File: config.mk
export PLATFORM = sky130hd
export DESIGN_NAME = msl_setup_loader
export DESIGN_NICKNAME = d
export VERILOG_FILES = /design/src/rtl/msl_pkg.sv /design/src/rtl/msl_seq.sv /design/src/rtl/msl_cfg_reg.sv /design/src/rtl/msl_thr_bank.sv /design/src/rtl/msl_setup_loader.sv
export SDC_FILE = /design/constraint.sdc
export NUM_CORES = 1
export LEC_CHECK = 0
export BUFFER_PORTS_ARGS = -buffer_cell sky130_fd_sc_hd__buf_2
export CORE_MARGIN = 2
export CORE_UTILIZATION = 50
export DETAILED_ROUTE_END_ITERATION = 8
export GPL_TIMING_DRIVEN = 0
export PLACE_DENSITY_LB_ADDON = 0.25
export SLEW_MARGIN = 15
export SYNTH_ARGS = -nofsm -noshare
export SYNTH_HDL_FRONTEND = slang
export SYNTH_SLANG_ARGS = --single-unit
File: constraint.sdc
create_clock -name clk -period 1.95 [get_ports clk]
set_clock_uncertainty 0.05 [all_clocks]
set_input_delay 0.39 -clock clk [delete_from_list [all_inputs] [get_ports clk]]
set_output_delay 0.39 -clock clk [all_outputs]
set_load 0.02 [all_outputs]
File: src/rtl/msl_pkg.sv
package msl_pkg;
  localparam int THR_W     = 10;
  localparam int BYTE_W    = 8;
  localparam int DLY_W     = 3;
  localparam int CLR_TOP   = 7;   // bit of channel 0 alarm clear; channel i at 7-i
  localparam int DLY_MSB   = 3;
  localparam int DLY_LSB   = 1;
  localparam int IEN_BIT   = 0;
  localparam int LO_HI_W   = 6;   // lower bits 9..4 in record byte 0
  localparam int LO_LO_W   = 4;   // lower bits 3..0 in record byte 1
  localparam int UP_HI_W   = 2;   // upper bits 9..8 in record byte 1

  typedef enum logic [2:0] {
    ST_IDLE,
    ST_B0,
    ST_B1,
    ST_B2,
    ST_OVER
  } ld_state_e;

  // number of records a command carries
  function automatic int unsigned rec_total(input int unsigned hi, input logic diff);
    return diff ? (hi / 2) + 1 : hi + 1;
  endfunction

  // first channel loaded by record idx
  function automatic int unsigned rec_chan(input int unsigned idx, input logic diff);
    return diff ? idx * 2 : idx;
  endfunction

  function automatic logic [THR_W-1:0] lo_join(input logic [LO_HI_W-1:0] hi6,
                                               input logic [LO_LO_W-1:0] lo4);
    return {hi6, lo4};
  endfunction

  function automatic logic [THR_W-1:0] up_join(input logic [UP_HI_W-1:0] hi2,
                                               input logic [BYTE_W-1:0] lo8);
    return {hi2, lo8};
  endfunction
endpackage

File: src/rtl/msl_seq.sv
module msl_seq
  import msl_pkg::*;
#(
  parameter int NUM_CH = 4,
  localparam int CHSEL_W = $clog2(NUM_CH),
  localparam int CNT_W = CHSEL_W + 1
) (
  input  logic               clk,
  input  logic               rst_n,
  input  logic               byte_vld,
  input  logic               cmd_start,
  input  logic               cmd_stop,
  input  logic [CHSEL_W-1:0] hi_chan,
  input  logic               diff_mode,
  output logic               ev_cfg,
  output logic               ev_b0,
  output logic               ev_b1,
  output logic               ev_b2,
  output logic               ev_ign,
  output logic [CHSEL_W-1:0] tgt_ch,
  output logic               pair_wr,
  output logic               byte_ack
);
  ld_state_e          st;
  logic [CHSEL_W-1:0] rec_idx;
  logic [CHSEL_W-1:0] hi_l;
  logic               diff_l;
  logic [CNT_W-1:0]   recs_exp;
  logic               last_rec;
  logic               rec_byte;
  logic               accept;

  assign recs_exp = CNT_W'(rec_total(32'(hi_l), diff_l));
  assign last_rec = (({1'b0, rec_idx} + CNT_W'(1)) == recs_exp);
  assign tgt_ch   = CHSEL_W'(rec_chan(32'(rec_idx), diff_l));
  assign pair_wr  = diff_l;

  // a byte that belongs to the running command
  assign rec_byte = byte_vld && !cmd_start && !cmd_stop;
  assign ev_cfg   = byte_vld && cmd_start;
  assign ev_b0    = rec_byte && (st == ST_B0);
  assign ev_b1    = rec_byte && (st == ST_B1);
  assign ev_b2    = rec_byte && (st == ST_B2);
  assign ev_ign   = rec_byte && (st == ST_OVER);
  assign accept   = ev_cfg || ev_b0 || ev_b1 || ev_b2 || ev_ign;

  always_ff @(posedge clk or negedge rst_n) begin
    if (!rst_n) begin
      st       <= ST_IDLE;
      rec_idx  <= '0;
      hi_l     <= '0;
      diff_l   <= 1'b0;
      byte_ack <= 1'b0;
    end else begin
      byte_ack <= accept;
      if (ev_cfg) begin
        st      <= ST_B0;
        rec_idx <= '0;
        hi_l    <= hi_chan;
        diff_l  <= diff_mode;
      end else if (cmd_stop) begin
        st <= ST_IDLE;
      end else if (byte_vld) begin
        unique case (st)
          ST_B0: st <= ST_B1;
          ST_B1: st <= ST_B2;
          ST_B2: begin
            if (last_rec) begin
              st <= ST_OVER;
            end else begin
              st      <= ST_B0;
              rec_idx <= rec_idx + CHSEL_W'(1);
            end
          end
          default: st <= st;
        endcase
      end
    end
  end


  ack_origin_chk: assert property (@(posedge clk) disable iff (!rst_n)
    byte_ack |-> $past(byte_vld));


  rec_bound_chk: assert property (@(posedge clk) disable iff (!rst_n)
    (st == ST_B0 || st == ST_B1 || st == ST_B2) |-> ({1'b0, rec_idx} < recs_exp));


  pair_even_chk: assert property (@(posedge clk) disable iff (!rst_n)
    (ev_b2 && pair_wr) |-> (tgt_ch[0] == 1'b0));


  sel_hold_chk: assert property (@(posedge clk) disable iff (!rst_n)
    !ev_cfg |=> ($stable(hi_l) && $stable(diff_l)));


  over_stay_chk: assert property (@(posedge clk) disable iff (!rst_n)
    (st == ST_OVER && !cmd_start && !cmd_stop) |=> (st == ST_OVER));
endmodule

File: src/rtl/msl_cfg_reg.sv
module msl_cfg_reg
  import msl_pkg::*;
#(
  parameter int NUM_CH = 4
) (
  input  logic              clk,
  input  logic              rst_n,
  input  logic              ev_cfg,
  input  logic [BYTE_W-1:0] byte_data,
  output logic [NUM_CH-1:0] alarm_clr,
  output logic [DLY_W-1:0]  delay_code,
  output logic              irq_en
);
  logic [NUM_CH-1:0] clr_bits;

  for (genvar i = 0; i < NUM_CH; i++) begin : g_clr
    assign clr_bits[i] = byte_data[CLR_TOP - i];
  end

  always_ff @(posedge clk or negedge rst_n) begin
    if (!rst_n) begin
      alarm_clr  <= '0;
      delay_code <= '0;
      irq_en     <= 1'b0;
    end else begin
      alarm_clr <= ev_cfg ? clr_bits : '0;
      if (ev_cfg) begin
        delay_code <= byte_data[DLY_MSB:DLY_LSB];
        irq_en     <= byte_data[IEN_BIT];
      end
    end
  end


  clr_pulse_chk: assert property (@(posedge clk) disable iff (!rst_n)
    (|alarm_clr) |-> $past(ev_cfg));


  cfg_hold_chk: assert property (@(posedge clk) disable iff (!rst_n)
    !ev_cfg |=> ($stable(delay_code) && $stable(irq_en)));
endmodule

File: src/rtl/msl_thr_bank.sv
module msl_thr_bank
  import msl_pkg::*;
#(
  parameter int NUM_CH = 4,
  localparam int CHSEL_W = $clog2(NUM_CH),
  localparam int BANK_W = NUM_CH * THR_W
) (
  input  logic               clk,
  input  logic               rst_n,
  input  logic [BYTE_W-1:0]  byte_data,
  input  logic               ev_b0,
  input  logic               ev_b1,
  input  logic               ev_b2,
  input  logic [CHSEL_W-1:0] tgt_ch,
  input  logic               pair_wr,
  output logic [BANK_W-1:0]  lo_thr,
  output logic [BANK_W-1:0]  up_thr
);
  logic [LO_HI_W-1:0] stg_lo_hi;
  logic [LO_LO_W-1:0] stg_lo_lo;
  logic [UP_HI_W-1:0] stg_up_hi;
  logic [THR_W-1:0]   new_lo;
  logic [THR_W-1:0]   new_up;
  logic [CHSEL_W-1:0] mate_ch;

  assign new_lo  = lo_join(stg_lo_hi, stg_lo_lo);
  assign new_up  = up_join(stg_up_hi, byte_data);
  assign mate_ch = tgt_ch | CHSEL_W'(1);

  // partial record bytes wait here until the record is whole
  always_ff @(posedge clk or negedge rst_n) begin
    if (!rst_n) begin
      stg_lo_hi <= '0;
      stg_lo_lo <= '0;
      stg_up_hi <= '0;
    end else begin
      if (ev_b0) stg_lo_hi <= byte_data[LO_HI_W-1:0];
      if (ev_b1) begin
        stg_lo_lo <= byte_data[BYTE_W-1 -: LO_LO_W];
        stg_up_hi <= byte_data[UP_HI_W-1:0];
      end
    end
  end

  for (genvar c = 0; c < NUM_CH; c++) begin : g_ch
    logic wr_en;
    assign wr_en = ev_b2 && ((tgt_ch == CHSEL_W'(c)) ||
                             (pair_wr && (mate_ch == CHSEL_W'(c))));
    always_ff @(posedge clk or negedge rst_n) begin
      if (!rst_n) begin
        lo_thr[c*THR_W +: THR_W] <= '0;
        up_thr[c*THR_W +: THR_W] <= '1;
      end else if (wr_en) begin
        lo_thr[c*THR_W +: THR_W] <= new_lo;
        up_thr[c*THR_W +: THR_W] <= new_up;
      end
    end
  end


  thr_hold_chk: assert property (@(posedge clk) disable iff (!rst_n)
    !ev_b2 |=> ($stable(lo_thr) && $stable(up_thr)));


  stage_hold_chk: assert property (@(posedge clk) disable iff (!rst_n)
    !ev_b0 |=> $stable(stg_lo_hi));
endmodule

File: src/rtl/msl_setup_loader.sv
module msl_setup_loader
  import msl_pkg::*;
#(
  parameter int NUM_CH = 4,
  localparam int CHSEL_W = $clog2(NUM_CH),
  localparam int BANK_W = NUM_CH * THR_W
) (
  input  logic               clk,
  input  logic               rst_n,
  input  logic               byte_vld,
  input  logic [7:0]         byte_data,
  input  logic               cmd_start,
  input  logic               cmd_stop,
  input  logic [CHSEL_W-1:0] hi_chan,
  input  logic               diff_mode,
  output logic               byte_ack,
  output logic [NUM_CH-1:0]  alarm_clr,
  output logic [2:0]         delay_code,
  output logic               irq_en,
  output logic [BANK_W-1:0]  lo_thr,
  output logic [BANK_W-1:0]  up_thr
);
  logic               ev_cfg;
  logic               ev_b0;
  logic               ev_b1;
  logic               ev_b2;
  logic               ev_ign;
  logic [CHSEL_W-1:0] tgt_ch;
  logic               pair_wr;

  msl_seq #(.NUM_CH(NUM_CH)) u_seq (
    .clk       (clk),
    .rst_n     (rst_n),
    .byte_vld  (byte_vld),
    .cmd_start (cmd_start),
    .cmd_stop  (cmd_stop),
    .hi_chan   (hi_chan),
    .diff_mode (diff_mode),
    .ev_cfg    (ev_cfg),
    .ev_b0     (ev_b0),
    .ev_b1     (ev_b1),
    .ev_b2     (ev_b2),
    .ev_ign    (ev_ign),
    .tgt_ch    (tgt_ch),
    .pair_wr   (pair_wr),
    .byte_ack  (byte_ack)
  );

  msl_cfg_reg #(.NUM_CH(NUM_CH)) u_cfg (
    .clk        (clk),
    .rst_n      (rst_n),
    .ev_cfg     (ev_cfg),
    .byte_data  (byte_data),
    .alarm_clr  (alarm_clr),
    .delay_code (delay_code),
    .irq_en     (irq_en)
  );

  msl_thr_bank #(.NUM_CH(NUM_CH)) u_bank (
    .clk       (clk),
    .rst_n     (rst_n),
    .byte_data (byte_data),
    .ev_b0     (ev_b0),
    .ev_b1     (ev_b1),
    .ev_b2     (ev_b2),
    .tgt_ch    (tgt_ch),
    .pair_wr   (pair_wr),
    .lo_thr    (lo_thr),
    .up_thr    (up_thr)
  );


  ign_quiet_chk: assert property (@(posedge clk) disable iff (!rst_n)
    ev_ign |=> ($stable(lo_thr) && $stable(up_thr) && (alarm_clr == '0) &&
                $stable(delay_code) && $stable(irq_en) && byte_ack));
endmodule

* Word-level counts from Yosys, hierarchy flattened
Index checks and enable logic that the tools add are counted. Widths: inputs -> output; s select.
Storage, ports and cells: logic and storage cells 78, bits of input ports 16, register bits after elaboration 109, output and inout port bits 89
Cells by class: multiplexer cells 13, equal/unequal tests 10, add/sub/neg operators 4, bitwise logic cells 1, reductions and logical operators 31
Operators with widths (count):
- $mux 3 | 5
- $logic_and 1x1->1 | 14
- $mux 2 | 6
- $pmux 3 s3 | 1
- $logic_or 1x1->1 | 7
- $add 2x1->3 const B | 2
- $eq 3x2->1 const B | 2
- $reduce_bool 5->1 | 1
- $eq 2x2->1 const B | 2
- $logic_not 2->1 | 2
- $mux 4 | 1
- $ne 2x1->1 const B | 2
- $reduce_and 4->1 | 1
- $reduce_bool 2->1 | 2
- $eq 3x1->1 const B | 1
- $eq 3x3->1 | 1
- $eq 3x3->1 const B | 1
- $reduce_bool 3->1 | 1
- $add 1x1->2 const B | 1
- $add 2x1->2 const B | 1
- $eq 2x1->1 const B | 1
- $logic_not 1->1 | 2
- $reduce_and 2->1 | 1
- $not 1->1 | 1

* Longest topological paths before layout
word-level depth 8, mapped depth 6

* Modules after synthesis
Synthesis repeated with hierarchy kept, for this count alone.
Unflattened totals: cell total of the unflattened synthesis 271, area, all modules 4603.2 sq um
By module, submodules not included:
- msl_thr_bank | sequential area each 2352.3 sq um, instances 1, area each 3747.3 sq um, cells each 199
- msl_seq | sequential area each 225.2 sq um, instances 1, area each 554.3 sq um, cells each 55
- msl_cfg_reg | sequential area each 200.2 sq um, instances 1, area each 301.5 sq um, cells each 17

* Least setup slack after synthesis
No wires, ideal clock.
kind input port to flip-flop, start input port cmd_start, end register u_bank.lo_thr[0], setup slack -0.080 ns, path buffers 2, cell stages on the path 6, arrival 1.855 ns, cell sequence buf_2 > or3b_1 > or2_4 > nor3_2 > buf_4 > mux2_2
Between the ends: word-level cells in the longest chain between the ends 5
Ends and longest elaborated chain:
- start: declaration | RTL line msl_setup_loader.sv:12 | input logic cmd_start,
- $logic_not 1->1 | RTL line msl_seq.sv:39 | assign rec_byte = byte_vld && !cmd_start && !cmd_stop;
- $logic_and 1x1->1 (2 in a row) | RTL line msl_seq.sv:39
- $logic_and 1x1->1 | RTL line msl_seq.sv:43 | assign ev_b2 = rec_byte && (st == ST_B2);
- $logic_and 1x1->1 | RTL line msl_thr_bank.sv:47 | assign wr_en = ev_b2 && ((tgt_ch == CHSEL_W'(c)) ||
- end signal: indexed assignment | RTL line msl_thr_bank.sv:54 | lo_thr[c*THR_W +: THR_W] <= new_lo;
- end: declaration | RTL line msl_thr_bank.sv:16 | output logic [BANK_W-1:0] lo_thr,
No other way between the ends. A chain may end at the register's enable or synchronous reset.

* Final worst setup path
start register u_seq.rec_idx[0], end register u_bank.lo_thr[24]
Between the ends: word-level cells in the longest chain between the ends 3
Ends and longest elaborated chain:
- start: declaration | RTL line msl_seq.sv:25 | logic [CHSEL_W-1:0] rec_idx;
- start signal: assignment | RTL line msl_seq.sv:72 | rec_idx <= rec_idx + CHSEL_W'(1);
- $mux 2 | RTL line msl_pkg.sv:28 | return diff ? idx * 2 : idx;
- $eq 2x2->1 | RTL line msl_thr_bank.sv:47
- $logic_and 1x1->1 | RTL line msl_thr_bank.sv:47
No other way between the ends.

==> impl_results.md <==
* Status: finished, final reports clean
* CTS sink cnt at 109
* Final Max Tran Viols at 0
* Clk buf depth at 2
* Via/cell ratio at 5.14
* CP startpoint kind: flip-flop
* Setup TNS at 0 ns
* Maximum vdd drop at 469 uV
* Drt pass-1 iters at 4
* CTS Root Buffer Type: clkbuf_8
* Avg Cell Area, Syn at 15.8 um^2
* Cells after Synth at 283
* Port bufs at 102
* Wire length per cell at 17.3 um
* Setup-failing EPs final at 0
* Initial antenna violation count at 0
* Pleak at 2.85 nW
* Final Hold Fails at 0
* Clk_lat worst skew at 0.37 ns
* Slew headroom at 0.657
* Post-synth EDFFs at 0
* Antenna diodes at 0
* YS warnings at 0
* Non-filler cells, final at 510
* Die area at 0.00973 mm^2
* Ys flop type: dfrtp_1
* Final instance area at 0.00547 mm^2
* First-pass GRT wire length at 14400 um
* Final period util at 0.945
* Synth Net Count at 301
* Die span in x at 98.7 um
* Reg clk slew, reported paths at 0.10 ns
* First DRT Iteration DRCs at 40
* Library cells used by synthesis at 36
* Kind of critical path: reg2reg
* CP endpoint kind: flip-flop
* Ys async rst share at 1.00
* RePlAce Congestion at 0.811
* Fmax achieved at 543 MHz
* Critical path arrival at 2.04 ns
* Clock H-tree levels at 3
* Routed wire length at 8820 um
* PD cells at 878 mW/mm^2
* Placed cells at 494
* Vias post-DR at 2621
* Area Overhead vs Synth at 22.1%
* Worst-Margin Slew at 0.515 ns
* CTS tree: yes
* Layout cells sized above 1 at 0.692
* Grt ovf at 0
* Maximum fanout along the worst path at 10
* Placed cell area at 0.00523 mm^2
* Period minus WS final at 1.84 ns
* Vias in the first global route at 2755
* Max-cap violations at 0
* # DRC at 0
* GR Util All Layers at 0.189
* Height of the die at 98.7 um
* Detail Route Antenna Nets at 0
* Core area at 0.00872 mm^2
* Path type of the worst min-delay path: in2reg
* Largest net degree at the start of global routing at 57
* Initial Util at 0.514
* TritonCTS Buffers at 9
* Critical Path RT at 2.15 ns
* Sequential fraction of the synthesis area at 0.620
* NumNets Final at 415
* Synthesized area at 0.00448 mm^2
* Register bit total from synthesis at 109
* I/O Pins at 105
* Post-DP HPWL at 6100 um
* Site row count at 34
layout make-up:
class	instances	area, um^2
fill	671	3250
sequential	109	2780
multi-input combinational	156	1650
timing repair buffer	104	554
tap	108	135
clock buffer	9	124
buffer	14	123
clock inverter	7	91.3
inverter	3	11.3
synth_stat cells (2+ instances only):
cell type,instances,area (um^2)
buf_6,2,22.5
dfrtp_1,69,1730
mux2i_1,3,30.0
a21oi_1,3,15.0
mux2_2,79,890
nand2_1,6,22.5
buf_2,2,10.0
dfstp_2,40,1050
nor2_1,5,18.8
nand3b_1,2,15.0
mux2_4,20,300
nor2b_1,2,12.5
inv_1,3,11.3
o21ai_0,3,15.0
nand2b_1,4,25.0
xor2_1,4,35.0
buf_4,7,52.6
clkbuf_1,4,15.0
or3_1,3,18.8
ha_1,2,25.0
and3_1,5,31.3
sequential cells by signal, indices dropped and copies added, names as in the netlist:
signal	cells
u_bank.stg_up_hi	2
u_cfg.irq_en	1
u_bank.up_thr	40
u_seq.st	3
u_seq.hi_l	2
u_seq.pair_wr	1
u_bank.stg_lo_lo	4
u_cfg.delay_code	3
u_seq.rec_idx	2
u_bank.lo_thr	40
u_bank.stg_lo_hi	6
u_cfg.alarm_clr	4
u_seq.byte_ack	1
what timing repair did:
| item | 4_1_cts | 5_1_grt |
|---|---|---|
| setup endpoints to repair | 4 | 17 |
| pin swaps | 0 | 1 |
| setup buffers | 0 | 0 |
| hold buffers | 1 | 0 |
| resized for setup | 2 | 4 |
| hold endpoints to repair | 37 | 0 |
layer usage:
| metal | up-vias | GRT usage | share of wire |
|---|---|---|---|
| li1 | 1219 | - | - |
| met1 | 1337 | 0.265 | 0.46 |
| met2 | 59 | 0.299 | 0.49 |
| met3 | 6 | 0.0411 | 0.040 |
| met4 | 0 | 0.0569 | 0.0090 |
| met5 | - | 0 | 0 |
final timing paths:
path | depth (start not counted) | end | slack [ns] | startpoint
hold reg to reg | 1 | u_cfg.irq_en | 0.46 | u_cfg.irq_en
max in group asynchronous | 3 | u_bank.up_thr[15] | 0.68 | rst_n
min in group asynchronous | 2 | u_bank.lo_thr[7] | 0.48 | rst_n
setup / recovery | 5 | u_bank.lo_thr[24] | 0.11 | u_seq.rec_idx[0]
hold / removal | 2 | u_seq.st[1] | 0.20 | cmd_stop
setup reg to reg | 5 | u_bank.lo_thr[24] | 0.11 | u_seq.rec_idx[0]
report_power, final:
part	switching (mW)	total (mW)	internal (mW)	leakage, nW
sequential	0.165	2.65	2.48	1.34
combinational	0.390	0.716	0.326	1.40
clock	0.809	1.43	0.625	0.105
critical path, cell delays in order, from the launching register on:
cell and delay, ns:
dfrtp_1 0.39, buf_2 0.19, or3_1 0.38, a21oi_2 0.19, buf_6 0.18, mux2_2 0.34
cell families after synthesis:
kind of cell	share of synthesized area
xor+xnor	0.00978
buf+inv	0.0249
simple gates	0.0430
fa+ha+maj	0.00559
mux	0.272
flops	0.620
compound gates	0.0243
layout by cell type (no fill, tap or decap), types with 2 or more instances in the layout:
master and count:
buf_2 103, dfrtp_1 69, a21oi_1 2, ha_1 2, mux2_2 69, o21ai_0 3
or3_1 3, inv_1 3, clkbuf_8 9, xor2_1 4, nand3b_1 2, clkbuf_1 2
mux2_4 30, and3_1 5, nor2_1 4, buf_6 7, nand2_1 6, nor2b_1 2
dfstp_2 40, inv_6 2, nand2b_1 4, buf_4 3, mux2i_1 2
per-stage QoR:
stage	power, mW	hold slack [ns]	setup WS [ns]	util
after floorplan	3.12	0.0444	-0.00700	-
after global placement	3.36	0.436	-0.723	0.595
after detailed placement	3.40	0.322	-0.160	0.599
after CTS	4.84	0.179	0.0509	0.626
after global routing	5.03	0.182	-0.00489	0.627
final	4.80	0.199	0.107	0.627
Note: power is estimated with default switching activity, not from simulation.
